`config.mk`:
```
export PLATFORM = sky130hd
export DESIGN_NAME = eeprom_page_writer
export DESIGN_NICKNAME = d
export VERILOG_FILES = /design/src/rtl/pwb_pkg.sv /design/src/rtl/pwb_page_store.sv /design/src/rtl/pwb_wc_guard.sv /design/src/rtl/pwb_prog_timer.sv /design/src/rtl/eeprom_page_writer.sv
export SDC_FILE = /design/constraint.sdc
export NUM_CORES = 1
export LEC_CHECK = 0
export BUFFER_PORTS_ARGS = -buffer_cell sky130_fd_sc_hd__buf_2
export CORE_MARGIN = 1.5
export CORE_UTILIZATION = 50
export DETAILED_ROUTE_END_ITERATION = 10
export HOLD_SLACK_MARGIN = 0.12
export PLACE_DENSITY = 0.71
export SYNTH_ARGS = -nofsm -noshare
export SYNTH_HDL_FRONTEND = slang
export SYNTH_SLANG_ARGS = --single-unit
```
`constraint.sdc`:
```
create_clock -name clk -period 3.8 [get_ports clk]
set_clock_uncertainty 0.15 [all_clocks]
set_input_delay 0.19 -clock clk [delete_from_list [all_inputs] [get_ports clk]]
set_output_delay 0.19 -clock clk [all_outputs]
set_load 0.1 [all_outputs]
```
`src/rtl/pwb_pkg.sv`:
```
package pwb_pkg;

    typedef logic [7:0] byte_t;

    typedef enum logic [1:0] {
        ST_IDLE = 2'd0,
        ST_ADDR = 2'd1,
        ST_DATA = 2'd2
    } cmd_state_e;

    // Upper quarter of the array: both address MSBs set.
    function automatic logic in_top_quarter(input logic [1:0] msbs);
        return msbs[1] & msbs[0];
    endfunction

endpackage

```
`src/rtl/pwb_page_store.sv`:
```
module pwb_page_store
    import pwb_pkg::*;
#(
    parameter int PAGE_BYTES = 32,
    localparam int OFF_W = $clog2(PAGE_BYTES)
) (
    input  logic             clk,
    input  logic             rst,
    input  logic             clear,
    input  logic             wr_en,
    input  logic [OFF_W-1:0] wr_slot,
    input  byte_t            wr_data,
    input  logic [OFF_W-1:0] rd_slot,
    output byte_t            rd_data,
    output logic             rd_valid,
    output logic             any_valid
);

    byte_t                 slot_q [PAGE_BYTES];
    logic [PAGE_BYTES-1:0] vld_q;

    for (genvar g = 0; g < PAGE_BYTES; g++) begin : g_slot
        localparam logic [OFF_W-1:0] IDX = OFF_W'(g);
        logic hit;
        assign hit = wr_en && (wr_slot == IDX);

        always_ff @(posedge clk) begin
            if (hit) slot_q[g] <= wr_data;
        end

        always_ff @(posedge clk) begin
            if (rst || clear) vld_q[g] <= 1'b0;
            else if (hit)     vld_q[g] <= 1'b1;
        end
    end

    assign rd_data   = slot_q[rd_slot];
    assign rd_valid  = vld_q[rd_slot];
    assign any_valid = |vld_q;


    no_clear_write_chk: assert property (@(posedge clk) disable iff (rst)
        clear |-> !wr_en);

endmodule

```
`src/rtl/pwb_wc_guard.sv`:
```
module pwb_wc_guard (
    input  logic clk,
    input  logic rst,
    input  logic arm,
    input  logic track,
    input  logic wc,
    output logic prot
);

    logic prot_q;

    always_ff @(posedge clk) begin
        if (rst)        prot_q <= 1'b0;
        else if (arm)   prot_q <= wc;
        else if (track) prot_q <= prot_q | wc;
    end

    assign prot = prot_q;


    sticky_guard_chk: assert property (@(posedge clk) disable iff (rst)
        (track && wc) |=> prot);

endmodule

```
`src/rtl/pwb_prog_timer.sv`:
```
module pwb_prog_timer #(
    parameter int PROG_CYCLES = 200,
    localparam int CNT_W = $clog2(PROG_CYCLES + 1)
) (
    input  logic             clk,
    input  logic             rst,
    input  logic             launch,
    output logic             busy,
    output logic [CNT_W-1:0] tick
);

    localparam logic [CNT_W-1:0] LAST = CNT_W'(PROG_CYCLES - 1);

    logic             busy_q;
    logic [CNT_W-1:0] cnt_q;

    always_ff @(posedge clk) begin
        if (rst) begin
            busy_q <= 1'b0;
            cnt_q  <= '0;
        end else if (busy_q) begin
            if (cnt_q == LAST) busy_q <= 1'b0;
            else               cnt_q  <= cnt_q + 1'b1;
        end else if (launch) begin
            busy_q <= 1'b1;
            cnt_q  <= '0;
        end
    end

    assign busy = busy_q;
    assign tick = cnt_q;


    full_length_chk: assert property (@(posedge clk) disable iff (rst)
        $fell(busy_q) |-> ($past(cnt_q) == LAST));

endmodule

```
`src/rtl/eeprom_page_writer.sv`:
```
module eeprom_page_writer
    import pwb_pkg::*;
#(
    parameter int ADDR_W      = 13,
    parameter int PAGE_BYTES  = 32,
    parameter int PROG_CYCLES = 200
) (
    input  logic              clk,
    input  logic              rst,
    input  logic              start_in,
    input  logic              addr_valid,
    input  logic [ADDR_W-1:0] addr_in,
    input  logic              data_valid,
    input  logic [7:0]        data_in,
    input  logic              stop_in,
    input  logic              wc_in,
    output logic              mem_we,
    output logic [ADDR_W-1:0] mem_addr,
    output logic [7:0]        mem_wdata,
    output logic              busy
);

    localparam int OFF_W = $clog2(PAGE_BYTES);
    localparam int CNT_W = $clog2(PROG_CYCLES + 1);

    cmd_state_e        state_q;
    logic [ADDR_W-1:0] base_q;
    logic [OFF_W-1:0]  nbytes_q;

    logic             busy_w;
    logic [CNT_W-1:0] tick_w;
    logic             prot_w;
    logic             any_w;
    logic             rd_vld_w;
    byte_t            rd_data_w;

    logic             accept_start;
    logic             store_wr;
    logic             launch;
    logic [OFF_W-1:0] wr_slot;
    logic [OFF_W-1:0] rd_slot;
    logic             page_locked;
    logic             in_window;

    assign accept_start = !busy_w && start_in;
    assign store_wr     = !busy_w && (state_q == ST_DATA) && !start_in && data_valid;
    assign launch       = !busy_w && (state_q == ST_DATA) && !start_in && !data_valid
                          && stop_in && any_w;
    assign wr_slot      = base_q[OFF_W-1:0] + nbytes_q;
    assign rd_slot      = tick_w[OFF_W-1:0];
    assign in_window    = !busy_w && (state_q == ST_ADDR) && !start_in;
    assign page_locked  = prot_w && in_top_quarter(base_q[ADDR_W-1 -: 2]);

    always_ff @(posedge clk) begin
        if (rst) begin
            state_q  <= ST_IDLE;
            base_q   <= '0;
            nbytes_q <= '0;
        end else if (!busy_w) begin
            if (start_in) begin
                state_q  <= ST_ADDR;
                nbytes_q <= '0;
            end else begin
                unique case (state_q)
                    ST_ADDR: begin
                        if (addr_valid) begin
                            base_q  <= addr_in;
                            state_q <= ST_DATA;
                        end else if (stop_in) begin
                            state_q <= ST_IDLE;
                        end
                    end
                    ST_DATA: begin
                        if (data_valid)   nbytes_q <= nbytes_q + 1'b1;
                        else if (stop_in) state_q  <= ST_IDLE;
                    end
                    default: ;
                endcase
            end
        end
    end

    pwb_page_store #(.PAGE_BYTES(PAGE_BYTES)) u_store (
        .clk       (clk),
        .rst       (rst),
        .clear     (accept_start),
        .wr_en     (store_wr),
        .wr_slot   (wr_slot),
        .wr_data   (data_in),
        .rd_slot   (rd_slot),
        .rd_data   (rd_data_w),
        .rd_valid  (rd_vld_w),
        .any_valid (any_w)
    );

    pwb_wc_guard u_guard (
        .clk   (clk),
        .rst   (rst),
        .arm   (accept_start),
        .track (in_window),
        .wc    (wc_in),
        .prot  (prot_w)
    );

    pwb_prog_timer #(.PROG_CYCLES(PROG_CYCLES)) u_timer (
        .clk    (clk),
        .rst    (rst),
        .launch (launch),
        .busy   (busy_w),
        .tick   (tick_w)
    );

    assign busy      = busy_w;
    assign mem_we    = busy_w && (32'(tick_w) < PAGE_BYTES) && rd_vld_w && !page_locked;
    assign mem_addr  = {base_q[ADDR_W-1:OFF_W], rd_slot};
    assign mem_wdata = rd_data_w;


    write_in_prog_chk: assert property (@(posedge clk) disable iff (rst)
        mem_we |-> busy);


    protect_chk: assert property (@(posedge clk) disable iff (rst)
        (mem_we && prot_w) |-> !in_top_quarter(mem_addr[ADDR_W-1 -: 2]));


    launch_chk: assert property (@(posedge clk) disable iff (rst)
        $rose(busy) |-> $past(stop_in));


    deaf_chk: assert property (@(posedge clk) disable iff (rst)
        busy |-> (state_q == ST_IDLE));

endmodule

```
# Word level (Yosys, flattened, before mapping)
# Memories as Yosys holds them, arrays and structs flattened. A register that Yosys moved wholly into a read port is not among the register bits.
# Cells that the tools add are included.
dict set report totals {
  register_bits 62
  latch_bits 0
  ram_bits 256
  rom_bits 0
  inputBits 28
  out_inout_bits 23
  elab_cells 353
  mem_count 1
}
# memory depth word_bits read_ports rd_clocked_by_memory_dff write_ports line
set mem_list {}
lappend mem_list {u_store.slot_q 32 8 1 1 1 pwb_page_store.sv:19} ;# byte_t slot_q [PAGE_BYTES];
dict set report classes {
  addsub 3
  mul 0
  div_mod_pow 0
  order_cmp 2
  eq_ne 36
  n_shift 0
  muxes 177
  bitwise 4
  n_reduce_logical 92
}
# cell count
set ops {}
lappend ops {{8-bit two-way mux} 34}
lappend ops {{8-bit OR reduction} 31}
lappend ops {{5-bit two-way mux} 36}
lappend ops {{1-bit two-way mux} 101}
lappend ops {{5-bit == test (second input constant)} 16}
lappend ops {{1-bit logical AND} 45}
lappend ops {{5-bit by 4-bit == test with 1-bit output (second input constant)} 8}
lappend ops {{32-bit OR reduction} 1}
lappend ops {{5-bit by 3-bit == test with 1-bit output (second input constant)} 4}
lappend ops {{5-bit by 2-bit == test with 1-bit output (second input constant)} 2}
lappend ops {{8-bit by 1-bit adder with 8-bit output (second input constant)} 1}
lappend ops {{8-bit == test (second input constant)} 1}
lappend ops {{8-bit by 6-bit less-than comparator with 1-bit output (second input constant)} 1}
lappend ops {{2-bit two-way mux} 4}
lappend ops {{2-bit nonzero test} 4}
lappend ops {{5-bit by 6-bit less-than comparator with 1-bit output (second input constant)} 1}
lappend ops {{3-bit AND reduction} 2}
lappend ops {{5-bit by 1-bit adder with 5-bit output (second input constant)} 1}
lappend ops {{5-bit adder} 1}
lappend ops {{1-bit binary-select mux with 5-bit select} 1}
lappend ops {{5-bit by 1-bit == test with 1-bit output (second input constant)} 1}
lappend ops {{5-bit logical NOT} 1}
lappend ops {{1-bit logical NOT} 4}
lappend ops {{2-bit case mux with 2 select lines} 1}
lappend ops {{other kinds (11)} 12}

# Depth between registers and ports, before layout
dict set report logic_depth {
  word_depth 39
  ltp_mapped 7
}

# Modules after synthesis
# From an unflattened synthesis, not the netlist that was laid out.
dict set report hier_totals {
  cells_unflattened 694
  hier_area_um2 12751.0
}
# mod instances cells_per_inst area_per_inst_um2
set modules_own_cells {}
lappend modules_own_cells {pwb_page_store 1 505 11145.7}
lappend modules_own_cells {eeprom_page_writer 1 137 1122.3}
lappend modules_own_cells {pwb_prog_timer 1 48 439.2}
lappend modules_own_cells {pwb_wc_guard 1 4 43.8}

# Worst setup path before layout
# No wires, ideal clock.
dict set report synth_path {
  path_kind {reg-to-output}
  startpoint {register u_timer.cnt_q[0] (netlist: u_timer.tick[0])}
  endpoint {output mem_we}
  arrival_ns 3.173
  required_time_ns 3.460
  path_slack_ns 0.287
  path_stages_with_launch 7
  path_cell_list {dfxtp_1 > buf_2 > nor2_1 > a221oi_1 > a21oi_1 > or3b_2 > a31oi_1}
}
dict set report synth_via {
  elab_chain_cells 4
  elab_cells_between_ends 6
}
# item line
set synth_rtl {}
lappend synth_rtl {{start, declared} pwb_prog_timer.sv:15} ;# logic [CNT_W-1:0] cnt_q;
lappend synth_rtl {{start signal, assigned} pwb_prog_timer.sv:23} ;# else cnt_q <= cnt_q + 1'b1;
lappend synth_rtl {{8-bit by 6-bit less-than comparator with 1-bit output / 1-bit binary-select mux with 5-bit select (equally long branches)} {eeprom_page_writer.sv:114, pwb_page_store.sv:38}}
lappend synth_rtl {{1-bit logical AND / 1-bit two-way mux (equally long branches)} {eeprom_page_writer.sv:114, pwb_page_store.sv:38}}
lappend synth_rtl {{1-bit logical AND (*) (2 in a row)} eeprom_page_writer.sv:114} ;# assign mem_we = busy_w && (32'(tick_w) < PAGE_BYTES) && rd_vld_w && !page_locked;
lappend synth_rtl {{end, declared} eeprom_page_writer.sv:17} ;# output logic mem_we,
# Every way passes the cells marked *; elsewhere a longest branch is shown, timed or not. The select of a mux whose other input is x is not followed.

==> results by group <==
Status
  • Status: finished, final reports clean

Global route
  • First-pass GRT wire length: 45,200 µm
  • Pin count of the biggest net entering global routing: 65
  • Vias in the first global route: 7,220
  • Total Routing Usage GR: 23.1%
  • Antenna violations before repair: 0
  • Gr ovfl total: 0

Worst setup path
  • Critical Path RT: 3.46 ns
  • R2r setup slk: 0.35 ns
  • R2R Path End: u_store.slot_q[22][4]
  • WP data arrival: 3.11 ns
  • Reg2Reg Depth: 7
  • Worst Path Max Fanout: 24
  • CP Capture Type: output pin
  • Startpoint Class: flop
  • Critical path class: flop to output pin
  • Reg2reg start: nbytes_q[0]
  • Crit path to: mem_wdata[2]

STA
  • Setup violators final: 0
  • Setup_tns: 0 ns
  • Max Clock Freq: 290 MHz
  • Min cycle time layout: 3.45 ns
  • Tcrit/Tclk final: 90.8%
  • Slew headroom: 43.8%
  • Slew Limit Fails: 0
  • RSZ-0062 raised after global routing: no
  • Worst-margin pin slew: 0.841 ns
  • Hold Vio Cnt, Final: 0

Clock tree
  • Clk root buf: clkbuf_16
  • Clk Latency, worst-skew pair: 0.55 ns
  • CTS tree: built
  • Clock Pin Slew Worst Setup and Hold Paths: 0.07 ns
  • H-tree levels: 1
  • Post-CTS Setup Inserts: 0
  • Clock Path Buffers: 3
  • Num Clock Sinks: 323
  • CTS resizes: 0
  • Total CTS buffers: 31

Routing
  • Vias per inst: 6.24
  • WL final: 30,000 µm
  • Pre-antenna DRT Iters: 5
  • Routed len/inst: 25.9 µm
  • DR vias: 7,244
  • Drc violations: 0
  • ANT nets after route: 0
  • 1st-iter DRT viols: 772

Placed design
  • DPL Wire Length: 18,500 µm
  • IO buf count: 50
  • Placer Congestion: 0.844

Yosys
  • Syn Nets: 751
  • Asr flop ratio synth: 0%
  • Syn. warnings: 0
  • Synth Instances: 716
  • Mapped Area: 12,900 µm²
  • Yosys cell types: 44
  • Seq/Total Area, Yosys: 70.2%
  • #FFs+latches synth: 323
  • EDFF count, synth: 256
  • Synth Flop Type: edfxtp_1
  • Syn_area_per_cell: 18.0 µm²

Finish
  • Multi-input gate area: 3550 µm²
  • Filler instances: 1,856
  • Layout cell share with drive strength beyond 1: 25.3%
  • Antenna cell count: 0
  • Sequential cell area: 9030 µm²
  • Most frequent cells in the layout: edfxtp_1, mux4_2, nor2_1
  • P&R area growth vs syn: 15.0%
  • Most common cell after layout, fill and taps aside: edfxtp_1
  • Nets: 842

Power and ir drop
  • Final Total Pwr: 6.89 mW
  • LEAKAGE: 4.91 nW
  • Peak supply drop: 0.000335 V
  • Power density cells: 465 nW/µm²

Floorplan
  • Die footprint: 26,700 µm²
  • Die H: 163 µm
  • Ports: 51
  • Starting density of the core: 51.0%
  • Die Wd: 163 µm
  • Core ar.: 25,300 µm²
  • Rows: 58

Flow run
  • Max-Cap Viols: 0

Worst hold path
  • Min-Delay Path Class: primary input to flop
-- synth_stat cells (all sizes together) (8+ instances only) --
| cell type | n | area share (%) |
|---|---|---|
| nand2 | 18 | 0.52 |
| buf | 31 | 1.6 |
| nand3 | 14 | 0.54 |
| a21oi | 13 | 0.51 |
| mux2 | 8 | 0.70 |
| mux4 | 85 | 15 |
| nor2 | 72 | 2.1 |
| edfxtp | 256 | 60 |
| dfxtp | 67 | 10 |
| clkbuf | 19 | 0.55 |
| mux2i | 19 | 1.5 |
| a22o | 32 | 2.2 |
| nor4 | 8 | 0.39 |
-- where the power goes --
part	switching, mW	internal [mW]
registers	0.00403	3.81
clock network	1.28	1.63
logic	0.116	0.0474
total	1.40	5.49
-- repair_timing --
action	in CTS	in global routing
hold buffers	43	0
setup endpoints to repair	0	0
hold endpoints to repair	97	0
-- per-stage QoR --
step / util, % / std cells / worst slack, ns / hold slack [ns] / instance area [µm²]
finish: 58.6 / 1160 / 0.351 / 0.119 / 14800
detailed placement: 53.1 / 1061 / 0.393 / 0.281 / 13400
floorplan: - / 716 / 0.287 / 0.139 / 12900
global route: 58.6 / 1160 / 0.125 / 0.134 / 14800
CTS: 58.6 / 1160 / 0.303 / 0.121 / 14800
global placement: 53.1 / 1061 / 0.536 / 0.271 / 13400
-- layer usage --
metal | wire (µm) | vias to the layer above | global-route usage [%] | share of wire (%)
met5 | 0 | - | 0 | 0
met3 | 2370 | 44 | 3.43 | 7.9
met2 | 14600 | 411 | 38.3 | 49
met4 | 570 | 0 | 5.09 | 1.9
met1 | 12500 | 3739 | 32.8 | 42
li1 | - | 3050 | - | -
-- final cells by class --
class	instances	area share (%)
tap	330	2.79
multi-input combinational	338	24.0
clock buffer	33	5.29
clock inverter	23	1.17
inverter	5	0.127
timing repair buffer	108	5.61
sequential	323	61.0
-- worst min path at each step --
stage	startpoint	to	slack, ns	cells after the start
after floorplan	data_in[0]	u_store.slot_q[0][0]	0.14	0
after global placement	addr_in[9]	base_q[9]	0.27	3
after detailed placement	addr_in[4]	base_q[4]	0.28	3
after CTS	data_in[3]	u_store.slot_q[16][3]	0.12	1
after global routing	data_in[3]	u_store.slot_q[17][3]	0.13	1
final	data_in[4]	u_store.slot_q[24][4]	0.12	1
-- state kept, by name, indices dropped and copies added, names as in the netlist, named ones only --
signal          cells
state_q             2
u_timer.tick        8
nbytes_q            5
u_guard.prot        1
base_q             13
u_store.slot_q    256
u_timer.busy        1
u_store.vld_q      32
-- cells by family after synthesis --
kind of cell / Yosys count / share of synthesized area (%)
XOR/XNOR: 10 / 0.681
AO/OA/AOI/OAI: 68 / 4.11
flip-flops: 323 / 70.2
multiplexers: 112 / 17.1
AND/OR/NAND/NOR: 141 / 5.01
adder cells (fa/ha/maj): 7 / 0.739
buffers and inverters: 55 / 2.26
-- critical path, cell delays in order, from the launching register on --
cell and delay [ns]:
dfxtp_4 0.59, buf_12 0.27, mux4_2 0.58, mux4_2 0.51, mux2_2 0.30, buf_2 0.30
Power figures use the tool's default switching activity.
